`config.mk`:
```
export PLATFORM = sky130hd
export DESIGN_NAME = adc_seq
export DESIGN_NICKNAME = d
export VERILOG_FILES = /design/src/rtl/adc_seq_pkg.sv /design/src/rtl/adc_seq_rst_sync.sv /design/src/rtl/adc_seq_timer.sv /design/src/rtl/adc_seq_warmup.sv /design/src/rtl/adc_seq.sv
export SDC_FILE = /design/constraint.sdc
export NUM_CORES = 1
export LEC_CHECK = 0
export BUFFER_PORTS_ARGS = -buffer_cell sky130_fd_sc_hd__buf_4
export CAP_MARGIN = 20
export CELL_PAD_IN_SITES_DETAIL_PLACEMENT = 2
export CELL_PAD_IN_SITES_GLOBAL_PLACEMENT = 2
export CORE_UTILIZATION = 35
export DETAILED_ROUTE_END_ITERATION = 8
export MAX_ROUTING_LAYER = met4
export PLACE_DENSITY_LB_ADDON = 0.1
export SYNTH_ARGS = -nofsm -noshare
export SYNTH_HDL_FRONTEND = slang
export SYNTH_HIERARCHICAL = 1
export SYNTH_SLANG_ARGS = --single-unit
```
`constraint.sdc`:
```
create_clock -name clk -period 1.09 [get_ports clk]
set_input_delay 0.218 -clock clk [delete_from_list [all_inputs] [get_ports clk]]
set_output_delay 0.218 -clock clk [all_outputs]
set_load 0.01 [all_outputs]
```
`src/rtl/adc_seq_pkg.sv`:
```
package adc_seq_pkg;

  typedef enum logic [1:0] {
    SQ_PULSE = 2'd0,  // converter reset held low
    SQ_IDLE  = 2'd1,  // waiting for a request
    SQ_CONV  = 2'd2,  // convert line high
    SQ_READ  = 2'd3   // select low, shift engine working
  } seq_state_e;

  function automatic int ns_to_cyc(input int mhz, input int ns);
    int raw;
    raw = (mhz * ns) / 1000;
    return (raw < 1) ? 1 : raw;
  endfunction

endpackage

```
`src/rtl/adc_seq_rst_sync.sv`:
```
module adc_seq_rst_sync #(
  parameter int STAGES = 2
) (
  input  logic clk,
  input  logic rst_n,
  output logic rst_sync_n
);
  logic [STAGES-1:0] sync_q;

  always_ff @(posedge clk or negedge rst_n) begin
    if (!rst_n) sync_q <= '0;
    else        sync_q <= {sync_q[STAGES-2:0], 1'b1};
  end

  assign rst_sync_n = sync_q[STAGES-1];
endmodule

```
`src/rtl/adc_seq_timer.sv`:
```
module adc_seq_timer #(
  parameter int          W       = 8,
  parameter logic [W-1:0] INIT_VAL = '0
) (
  input  logic         clk,
  input  logic         rst_n,
  input  logic         load,
  input  logic [W-1:0] load_val,
  output logic         expired
);
  logic [W-1:0] cnt_q, cnt_d;
  logic         cnt_en;

  always_comb begin
    cnt_en = load || (cnt_q != '0);
    cnt_d  = load ? load_val : cnt_q - 1'b1;
  end

  always_ff @(posedge clk or negedge rst_n) begin
    if (!rst_n)      cnt_q <= INIT_VAL;
    else if (cnt_en) cnt_q <= cnt_d;
  end

  assign expired = (cnt_q == '0);
endmodule

```
`src/rtl/adc_seq_warmup.sv`:
```
module adc_seq_warmup #(
  parameter int WARM_CYC = 1000
) (
  input  logic clk,
  input  logic rst_n,
  input  logic clear,
  input  logic cs_rise,
  output logic warm_ok
);
  localparam int WW = $clog2(WARM_CYC + 1);

  logic [WW-1:0] cnt_q, cnt_d;
  logic          run_q, run_d;
  logic          ok_q, ok_d;

  always_comb begin
    cnt_d = cnt_q;
    run_d = run_q;
    ok_d  = ok_q;
    if (clear) begin
      cnt_d = '0;
      run_d = 1'b0;
      ok_d  = 1'b0;
    end else if (cs_rise && !run_q && !ok_q) begin
      cnt_d = WW'(WARM_CYC - 1);
      run_d = 1'b1;
    end else if (run_q) begin
      if (cnt_q == '0) begin
        run_d = 1'b0;
        ok_d  = 1'b1;
      end else begin
        cnt_d = cnt_q - 1'b1;
      end
    end
  end

  always_ff @(posedge clk or negedge rst_n) begin
    if (!rst_n) begin
      cnt_q <= '0;
      run_q <= 1'b0;
      ok_q  <= 1'b0;
    end else begin
      cnt_q <= cnt_d;
      run_q <= run_d;
      ok_q  <= ok_d;
    end
  end

  assign warm_ok = ok_q;
endmodule

```
`src/rtl/adc_seq.sv`:
```
module adc_seq
  import adc_seq_pkg::*;
#(
  parameter int CLK_MHZ = 100,
  parameter int RST_NS  = 500,
  parameter int CONV_NS = 1000,
  parameter int WARM_US = 1400
) (
  input  logic clk,
  input  logic rst_n,
  input  logic conv_req,
  input  logic reset_req,
  input  logic timed_mode,
  input  logic status_in,
  input  logic shift_done,
  output logic adc_rst_n,
  output logic adc_cs,
  output logic sclk_en,
  output logic shift_start,
  output logic timeout_err
);
  localparam int RST_CYC  = ns_to_cyc(CLK_MHZ, RST_NS);
  localparam int CONV_CYC = ns_to_cyc(CLK_MHZ, CONV_NS);
  localparam int WARM_CYC = (CLK_MHZ * WARM_US < 1) ? 1 : CLK_MHZ * WARM_US;
  localparam int MAX_CYC  = (RST_CYC > CONV_CYC) ? RST_CYC : CONV_CYC;
  localparam int CNT_W    = $clog2(MAX_CYC + 1);

  logic       rst_i_n;
  seq_state_e state_q, state_d;
  logic       tmr_load, tmr_zero;
  logic [CNT_W-1:0] tmr_val;
  logic       warm_ok, monitor, cs_rise;
  logic       err_q, err_d;

  adc_seq_rst_sync #(.STAGES(2)) u_sync (
    .clk(clk), .rst_n(rst_n), .rst_sync_n(rst_i_n)
  );

  adc_seq_timer #(.W(CNT_W), .INIT_VAL(CNT_W'(RST_CYC - 1))) u_tmr (
    .clk(clk), .rst_n(rst_i_n), .load(tmr_load), .load_val(tmr_val),
    .expired(tmr_zero)
  );

  adc_seq_warmup #(.WARM_CYC(WARM_CYC)) u_warm (
    .clk(clk), .rst_n(rst_i_n), .clear(state_q == SQ_PULSE),
    .cs_rise(cs_rise), .warm_ok(warm_ok)
  );

  assign monitor = warm_ok && !timed_mode;
  assign cs_rise = (state_q == SQ_IDLE) && (state_d == SQ_CONV);

  always_comb begin
    state_d  = state_q;
    tmr_load = 1'b0;
    tmr_val  = '0;
    err_d    = 1'b0;
    unique case (state_q)
      SQ_PULSE: if (tmr_zero) state_d = SQ_IDLE;
      SQ_IDLE: begin
        if (reset_req) begin
          state_d  = SQ_PULSE;
          tmr_load = 1'b1;
          tmr_val  = CNT_W'(RST_CYC - 1);
        end else if (conv_req) begin
          state_d  = SQ_CONV;
          tmr_load = 1'b1;
          tmr_val  = CNT_W'(CONV_CYC - 1);
        end
      end
      SQ_CONV: begin
        if (monitor && status_in) begin
          state_d = SQ_READ;
        end else if (tmr_zero) begin
          state_d = SQ_READ;
          err_d   = monitor;
        end
      end
      SQ_READ: if (shift_done) state_d = SQ_IDLE;
      default: state_d = SQ_IDLE;
    endcase
  end

  always_ff @(posedge clk or negedge rst_i_n) begin
    if (!rst_i_n) begin
      state_q <= SQ_PULSE;
      err_q   <= 1'b0;
    end else begin
      state_q <= state_d;
      err_q   <= err_d;
    end
  end

  assign adc_rst_n   = (state_q != SQ_PULSE);
  assign adc_cs      = (state_q == SQ_CONV);
  assign sclk_en     = (state_q == SQ_READ);
  assign shift_start = (state_q == SQ_READ);
  assign timeout_err = err_q;
endmodule

```
==> metrics.yaml, run 1 <==
status: "did not finish"
haltStage: "clock tree synthesis"
error: "[ERROR DPL-0033] detailed placement checks failed during check placement."
clockBufferDepth: 2
die_h_um: 76.2
synth_seq_cells: 32
hpwl_um: 6110
ys_warn_count: 6
port_buffers: 11
synth_edf_count: 0
clkSinkCount: 32
cts_made_buffers: 5
htreeDepth: 2
ctsResizeCount: 86
initial_core_util_pct: 37.0
post_synth_instance_area_mm2: 0.00192
ios: 12
ys_seq_area_share_pct: 41.8
std_cell_rows: 26
avgSynthCellArea_um2: 9.57
gp_congestion: 0.877
yosysTopAreaCell: "dfrtp_1"
synth_ff_type: "dfrtp_1"
cts-hold-fix-buffers: 1
root_buffer: "clkbuf_8"
synth_area_leaders: "dfrtp_1 (38%), dfstp_2 (4.1%), o31ai_1 (3.5%)"
die_w_um: 76.2
async_flop_share_pct: 100
placed_area_mm2: 0.00274
cts_setup_buffers: 23
netlist.area_leader.share_pct: 37.7
synth.distinct_cells: 59
synth_cells: 201
[synth_stat cells (all sizes together), types with 4 or more instances]
cell    instances
o21ai           9
a21oi          13
nand2b          8
inv             6
nor3            7
clkbuf          4
nor4            6
dfrtp          29
nand2          14
or3             5
o31ai           9
or4            11
nor2           14
buf             4
a31oi           4
[cell families after synthesis]
kind of cell               count (synthesis)  synth area share [%]
xor gates and xnor gates                   2                 0.910
muxes                                      2                  1.04
DFF                                       32                  41.8
other                                      2                 0.390
adders and majority gates                  3                  1.95
AOI/OAI and AO/OA                         52                  18.8
and+or+nand+nor                           94                  31.2
buffers and inverters                     14                  3.90
[per-stage QoR]
stage	instances	setup WS, ns
floorplan	202	-0.763
global placement	349	-0.755
detailed placement	349	-0.869
==> inputs of run 2 (changes only) <==
- CELL_PAD_IN_SITES_DETAIL_PLACEMENT: 2 -> default
- CELL_PAD_IN_SITES_GLOBAL_PLACEMENT: 2 -> default
- CORE_UTILIZATION: 35 -> 20
- MAX_ROUTING_LAYER: met4 -> default
- PLACE_DENSITY_LB_ADDON: 0.1 -> 0.15
==> metrics.yaml, run 2 <==
ys_seq_area_share_pct: 41.8  # unchanged
max_freq_ghz: 0.535
period_minus_slack_ns: 1.87
worst_slack_ns: -0.779
switching_share_pct: 38.0
wl_per_cell_um: 14.2
clock_power_share_pct: 12.7
powerDensity_mw_per_mm2: 2260
largest_register_ffs: 18
skew_ns: 0.00848
clkSinkCount: 32  # unchanged
gp_congestion: 0.724  # -18%
timing.rr.start: "u_warm/cnt_q[9]$_DFFE_PN0P_"
p_int_w: 0.00482
stdcell_area_mm2: 0.00344
clk_pin_slew_ns: 0.08
area_growth_syn_to_layout_pct: 78.8
layout_common_cells: "buf_4 (74), dfrtp_1 (27), buf_6 (22)"
synth.distinct_cells: 59  # unchanged
synth_ff_type: "dfrtp_1"
worstPathMaxFanout: 3
clk_latency_ns: 0.29
hold_path_class: "reg2async"
yosysTopAreaCell: "dfrtp_1"
hpwl_um: 4220  # -31%
drive_gt1_share_pct: 60.2
multi_input_area_mm2: 0.00146
cellLeakagePower_nw: 1.51
vdd_ir_drop_max_mv: 0.807
die_h_um: 100  # +31%
crit_type: "reg2reg"
cp_data_arrival_time_ns: 2.09
grt_pass1_vias: 1989
core_area_mm2: 0.00928
setup_viol: 34
async_flop_share_pct: 100  # unchanged
port_buffers: 11  # unchanged
largest_register: "u_warm/cnt_q"
ff_latch_area_um2: 807
utilization_pct: 37.1
avgSynthCellArea_um2: 9.57  # unchanged
synth_seq_cells: 32  # unchanged
cp-start-kind: "register"
cts_made_buffers: 5  # unchanged
overflow: 0
initial_core_util_pct: 20.7  # -16 points
cap_violations: 0
synth_area_leaders: "dfrtp_1 (38%), dfstp_2 (4.1%), o31ai_1 (3.5%)"
cp_data_required_time_ns: 1.31
wl_um: 6150
ant_nets: 0
seq_power_share_pct: 21.4
pwr-share-comb_pct: 65.9
reg2reg_slack_ns: -0.78
drt_iter0_drc: 91
synth_cells: 201  # unchanged
firstDrtPassIters: 4
reg_top3: "u_warm/cnt_q x18, u_tmr/cnt_q x7"
clockBufferDepth: 2  # unchanged
design.die.area_mm2: 0.0100
root_buffer: "clkbuf_8"
finalCritPeriodShare_pct: 171
antenna_found_initial: 0
die_w_um: 100  # +31%
via_per_inst: 4.52
status: "complete, but fails checks"
post_synth_instance_area_mm2: 0.00192  # unchanged
final_common_cell: "buf_4"
cp-end-kind: "register"
ys_warn_count: 6  # unchanged
reg2regPathDepth: 4
power_switching_w: 0.00295
grtUsageTotal_pct: 13.0
std_cell_rows: 35  # +35%
htreeDepth: 2  # unchanged
hold_viol: 0
ys_top_cells_by_count: "dfrtp_1 (29), nand2_1 (14), nor2_1 (14)"
grt_max_degree: 31
netlist.area_leader.share_pct: 37.7  # unchanged
n_fill_cell: 942
via_count: 1958
antenna_cells: 0
r2r_end: "u_warm/cnt_q[15]$_DFFE_PN0P_"
nets: 313
synth_edf_count: 0  # unchanged
slew_violations: 0
violations: "negative setup slack"
grt_pass1_wl_um: 10100
synth.most_common_cell: "dfrtp_1"
ios: 12  # unchanged
placed_area_mm2: 0.00283  # +3.1%
cts_tree: "yes"
drc: 0
rsz0062_at_grt: "true"
==> run 2: metal layers <==
metal	global-route usage, %	routed length, um
met3	2.30	121
met5	0	0
met2	22.7	3020
met4	2.68	34
met1	16.9	2970
==> run 2: cell type report <==
class	instances	area share [%]
Multi-Input combinational cell	157	42.5
Clock buffer	8	2.62
Timing Repair Buffer	101	26.0
Tap cell	129	4.69
Sequential cell	32	23.5
Inverter	6	0.727
==> run 2: metrics by stage <==
stage | std cells | hold slack [ns] | setup TNS, ns | setup slack, ns | total power (W)
final | 433 | 0.224 | -16.27 | -0.779 | 0.00777
after global routing | 433 | 0.224 | -18.84 | -0.822 | 0.00828
after global placement | 406 | 0.00234 | -16.16 | -0.782 | 0.00547
after detailed placement | 406 | 0.00369 | -16.20 | -0.764 | 0.00548
after CTS | 428 | 0.205 | -16.25 | -0.761 | 0.00752
after floorplan | 202 | -0.0776 | -12.77 | -0.763 | 0.00368
==> run 2: worst max-delay path by stage <==
stage                                      start                           end
finish               u_warm/cnt_q[9]$_DFFE_PN0P_  u_warm/cnt_q[15]$_DFFE_PN0P_
global route         u_warm/cnt_q[1]$_DFFE_PN0P_  u_warm/cnt_q[16]$_DFFE_PN0P_
CTS                 u_warm/cnt_q[11]$_DFFE_PN0P_  u_warm/cnt_q[15]$_DFFE_PN0P_
detailed placement  u_warm/cnt_q[11]$_DFFE_PN0P_  u_warm/cnt_q[15]$_DFFE_PN0P_
global placement     u_warm/cnt_q[8]$_DFFE_PN0P_  u_warm/cnt_q[14]$_DFFE_PN0P_
floorplan            u_warm/cnt_q[0]$_DFFE_PN0P_  u_warm/cnt_q[16]$_DFFE_PN0P_
==> run 2: cell families (layout without fill, tap and decap cells) <==
family | after synthesis | after routing | synth area share, %
compound gates | 52 | 52 | 18.8
xor+xnor | 2 | 2 | 0.910
fa+ha+maj | 3 | 3 | 1.95
buf+inv | 14 | 115 | 3.90
flops | 32 | 32 | 41.8
mux | 2 | 2 | 1.04
other cells | 2 | 3 | 0.390
simple gates | 94 | 95 | 31.2
==> run 2: worst max-delay path, cell delays in order, from the launching register on <==
cell	delay, ns
dfrtp_1	0.40
or4_4	0.53
or2_4	0.25
or4_1	0.49
a21oi_2	0.13
==> run 2: power groups by stage <==
stage / Combinational (W) / Clock (W) / Sequential (W)
floorplan: 0.00190 / 0 / 0.00178
global placement: 0.00381 / 0 / 0.00166
detailed placement: 0.00382 / 0 / 0.00167
CTS: 0.00482 / 0.00104 / 0.00166
global route: 0.00550 / 0.00108 / 0.00170
finish: 0.00512 / 0.000987 / 0.00166
==> run 2: what timing repair did <==
item	4_1_cts	5_1_grt
endpoints found under the hold margin	2	0
pin swaps	24	19
setup endpoints to repair	34	34
hold buffers	1	0
setup buffers	13	9
resized for setup	57	30
gates cloned	1	0
No activity file was read; power rests on OpenSTA's default activity.
==> inputs of run 3 (changes only) <==
- SYNTH_HIERARCHICAL: 1 -> default
==> metrics.yaml, run 3 <==
vdd_ir_drop_max_mv: 0.956  # +18%
max_freq_ghz: 0.510  # -4.7%
cts_made_buffers: 5  # unchanged
synth_edf_count: 0  # unchanged
design.die.area_mm2: 0.00937  # -6.5%
ys_warn_count: 0  # -6
worst_slack_ns: -0.872  # -0.0930 ns
synthesis.nets: 198
rsz0062_at_grt: "true"
clk_pin_slew_ns: 0.08  # about the same
cellLeakagePower_nw: 1.51  # about the same
grt_pass1_wl_um: 10400  # +2.7%
r2r_end: "u_warm.cnt_q[17]$_DFFE_PN0P_"
worstPathMaxFanout: 3  # unchanged
grtUsageTotal_pct: 13.7  # +0.63 points
avgSynthCellArea_um2: 9.51  # -0.70%
core_area_mm2: 0.00872  # -6.1%
reg2regPathDepth: 4  # unchanged
drt_iter0_drc: 62  # -32%
clkSinkCount: 32  # unchanged
power_switching_w: 0.00313  # +6.0%
die_w_um: 96.8  # -3.3%
antenna_found_initial: 0  # unchanged
n_fill_cell: 849  # -9.9%
utilization_pct: 38.4  # +1.4 points
ios: 12  # unchanged
cp-end-kind: "register"
port_buffers: 11  # unchanged
hold_viol: 0  # unchanged
netlist.area_leader.share_pct: 40.4  # +2.7 points
cp-start-kind: "register"
pwr-share-comb_pct: 65.1  # -0.8 points
reg2reg_slack_ns: -0.87  # -0.09 ns
grt_pass1_vias: 2055  # +3.3%
hold_path_class: "in2reg"
largest_register_ffs: 18  # unchanged
synth.distinct_cells: 54  # -8.5%
status: "complete, but fails checks"
via_per_inst: 4.79  # +5.9%
via_count: 1945  # -0.66%
overflow: 0  # unchanged
skew_ns: 0.0136  # +0.00517 ns
clk_latency_ns: 0.29  # about the same
synth_cells: 189  # -6.0%
root_buffer: "clkbuf_8"
crit_type: "reg2reg"
finalCritPeriodShare_pct: 180  # +8.5 points
ys_seq_area_share_pct: 44.8  # +3.0 points
final_common_cell: "buf_4"
violations: "negative setup slack"
initial_core_util_pct: 20.6  # -0.13 points
post_synth_instance_area_mm2: 0.00180  # -6.6%
layout_common_cells: "buf_4 (80), dfrtp_1 (28), buf_6 (25)"
nets: 306  # -2.2%
clockBufferDepth: 2  # unchanged
p_int_w: 0.00485  # +0.61%
switching_share_pct: 39.2  # +1.2 points
std_cell_rows: 34  # -2.9%
yosysTopAreaCell: "dfrtp_1"
async_flop_share_pct: 100  # unchanged
cap_violations: 0  # unchanged
slew_violations: 0  # unchanged
cp_data_required_time_ns: 1.31  # about the same
reg_top3: "u_warm.cnt_q x18, u_tmr.cnt_q x7"
antenna_cells: 0  # unchanged
wl_per_cell_um: 15.5  # +8.9%
synth_seq_cells: 32  # unchanged
firstDrtPassIters: 4  # unchanged
cp-startpoint: "u_warm.cnt_q[10]$_DFFE_PN0P_"
endpoint: "u_warm.cnt_q[17]$_DFFE_PN0P_"
cp_data_arrival_time_ns: 2.18  # +0.09 ns
power_w: 0.00798  # +2.7%
setup_viol: 33  # -2.9%
cts_tree: "yes"
htreeDepth: 2  # unchanged
drive_gt1_share_pct: 59.4  # -0.80 points
seq_power_share_pct: 20.5  # -0.9 points
synth_area_leaders: "dfrtp_1 (40%), dfstp_2 (4.4%), a31oi_1 (2.8%)"
largest_register: "u_warm.cnt_q"
grt_max_degree: 31  # unchanged
powerDensity_mw_per_mm2: 2380  # +5.4%
wl_um: 6270  # +2.1%
clock_power_share_pct: 14.4  # +1.7 points
hpwl_um: 4360  # +3.4%
ant_nets: 0  # unchanged
timing.rr.start: "u_warm.cnt_q[10]$_DFFE_PN0P_"
synth_ff_type: "dfrtp_1"
area_growth_syn_to_layout_pct: 86.5
die_h_um: 96.8  # -3.3%
gp_congestion: 0.811  # +12%
period_minus_slack_ns: 1.96  # +0.0930 ns
synth.most_common_cell: "dfrtp_1"
ys_top_cells_by_count: "dfrtp_1 (29), nand2_1 (13), nor2_1 (11)"
drc: 0  # unchanged
-- run 3: cell count changes in the layout (fill, tap and decap cells not counted), sizes merged, moves of 5 or more --
cell    previous run  this run
a21oi             13         8
nand3              3         9
nand2b             8         3
o21ai              9         4
buf              100       106
o31ai              9         2
o211ai             0         5
-- run 3: cell families (layout without fill, tap and decap cells) --
| family | count (synthesis) | count (layout) | share of synthesized area (%) |
|---|---|---|---|
| AND/OR/NAND/NOR | 82 | 82 | 26.3 |
| adder cells (fa/ha/maj) | 2 | 2 | 1.39 |
| other | 1 | 1 | 0.209 |
| flip-flops | 32 | 32 | 44.8 |
| multiplexers | 3 | 3 | 1.74 |
| buffers and inverters | 15 | 124 | 3.34 |
| XOR/XNOR | 3 | 3 | 1.46 |
| AO/OA/AOI/OAI | 51 | 51 | 20.8 |
-- run 3: per-layer routing --
| metal | share of wire [%] | vias up | global-route usage (%) | wire, um |
|---|---|---|---|---|
| met5 | 0 | - | 0 | 0 |
| met4 | 0.21 | 0 | 2.07 | 13 |
| met3 | 2.9 | 2 | 2.38 | 183 |
| met2 | 51 | 26 | 23.7 | 3200 |
| met1 | 46 | 957 | 18.0 | 2880 |
| li1 | - | 960 | - | - |
-- run 3: area by class of cell --
class / instances / area, um2 / share of cell area, %
clock buffers: 6 / 72.6 / 2.17
clock inverters: 2 / 35.0 / 1.05
inverters: 9 / 41.3 / 1.23
multi-input cells: 142 / 1350 / 40.3
flip-flops and latches: 32 / 806 / 24.0
well taps: 108 / 135 / 4.03
repair buffers: 107 / 912 / 27.2
-- run 3: worst min path at each step --
stage               cells after the start                    endpoint       from  slack, ns
floorplan                               0  u_sync.sync_q[0]$_DFF_PN0_      rst_n      -0.08
global placement                        1  u_sync.sync_q[1]$_DFF_PN0_      rst_n      0.004
detailed placement                      1  u_sync.sync_q[1]$_DFF_PN0_      rst_n      0.003
CTS                                     2       timeout_err$_DFF_PN0_  status_in       0.07
global route                            2       timeout_err$_DFF_PN0_  status_in       0.08
finish                                  2       timeout_err$_DFF_PN0_  status_in       0.08
-- run 3: what timing repair did --
action / CTS / global route
endpoints found under the hold margin: 2 / 0
setup buffers: 8 / 11
endpoints found under the setup margin: 33 / 34
resized for setup: 60 / 29
hold buffers: 1 / 0
pin swaps: 19 / 23
-- run 3: per-stage QoR --
| stage | instance area (um2) | TNS, ns | hold slack [ns] | setup WS [ns] | std cells |
|---|---|---|---|---|---|
| CTS | 3130 | -16.67 | 0.0721 | -0.847 | 397 |
| floorplan | 1890 | -12.95 | -0.0776 | -0.878 | 189 |
| global route | 3350 | -19.57 | 0.0805 | -0.915 | 406 |
| finish | 3350 | -17.28 | 0.0842 | -0.872 | 406 |
| global placement | 2670 | -17.56 | 0.00392 | -0.835 | 380 |
| detailed placement | 2670 | -17.10 | 0.00322 | -0.877 | 380 |
-- run 3: power by group through the flow --
stage / combinational, W / clock (W) / sequential [W]
floorplan: 0.00177 / 0 / 0.00173
global placement: 0.00374 / 0 / 0.00164
detailed placement: 0.00371 / 0 / 0.00164
CTS: 0.00465 / 0.00121 / 0.00163
global route: 0.00556 / 0.00125 / 0.00167
finish: 0.00519 / 0.00115 / 0.00164
-- run 3: worst max-delay path: stages (launching register included) --
cell     delay [ns]
dfrtp_1        0.39
or4_4          0.57
or4_4          0.43
or4_1          0.40
o21ai_1        0.12
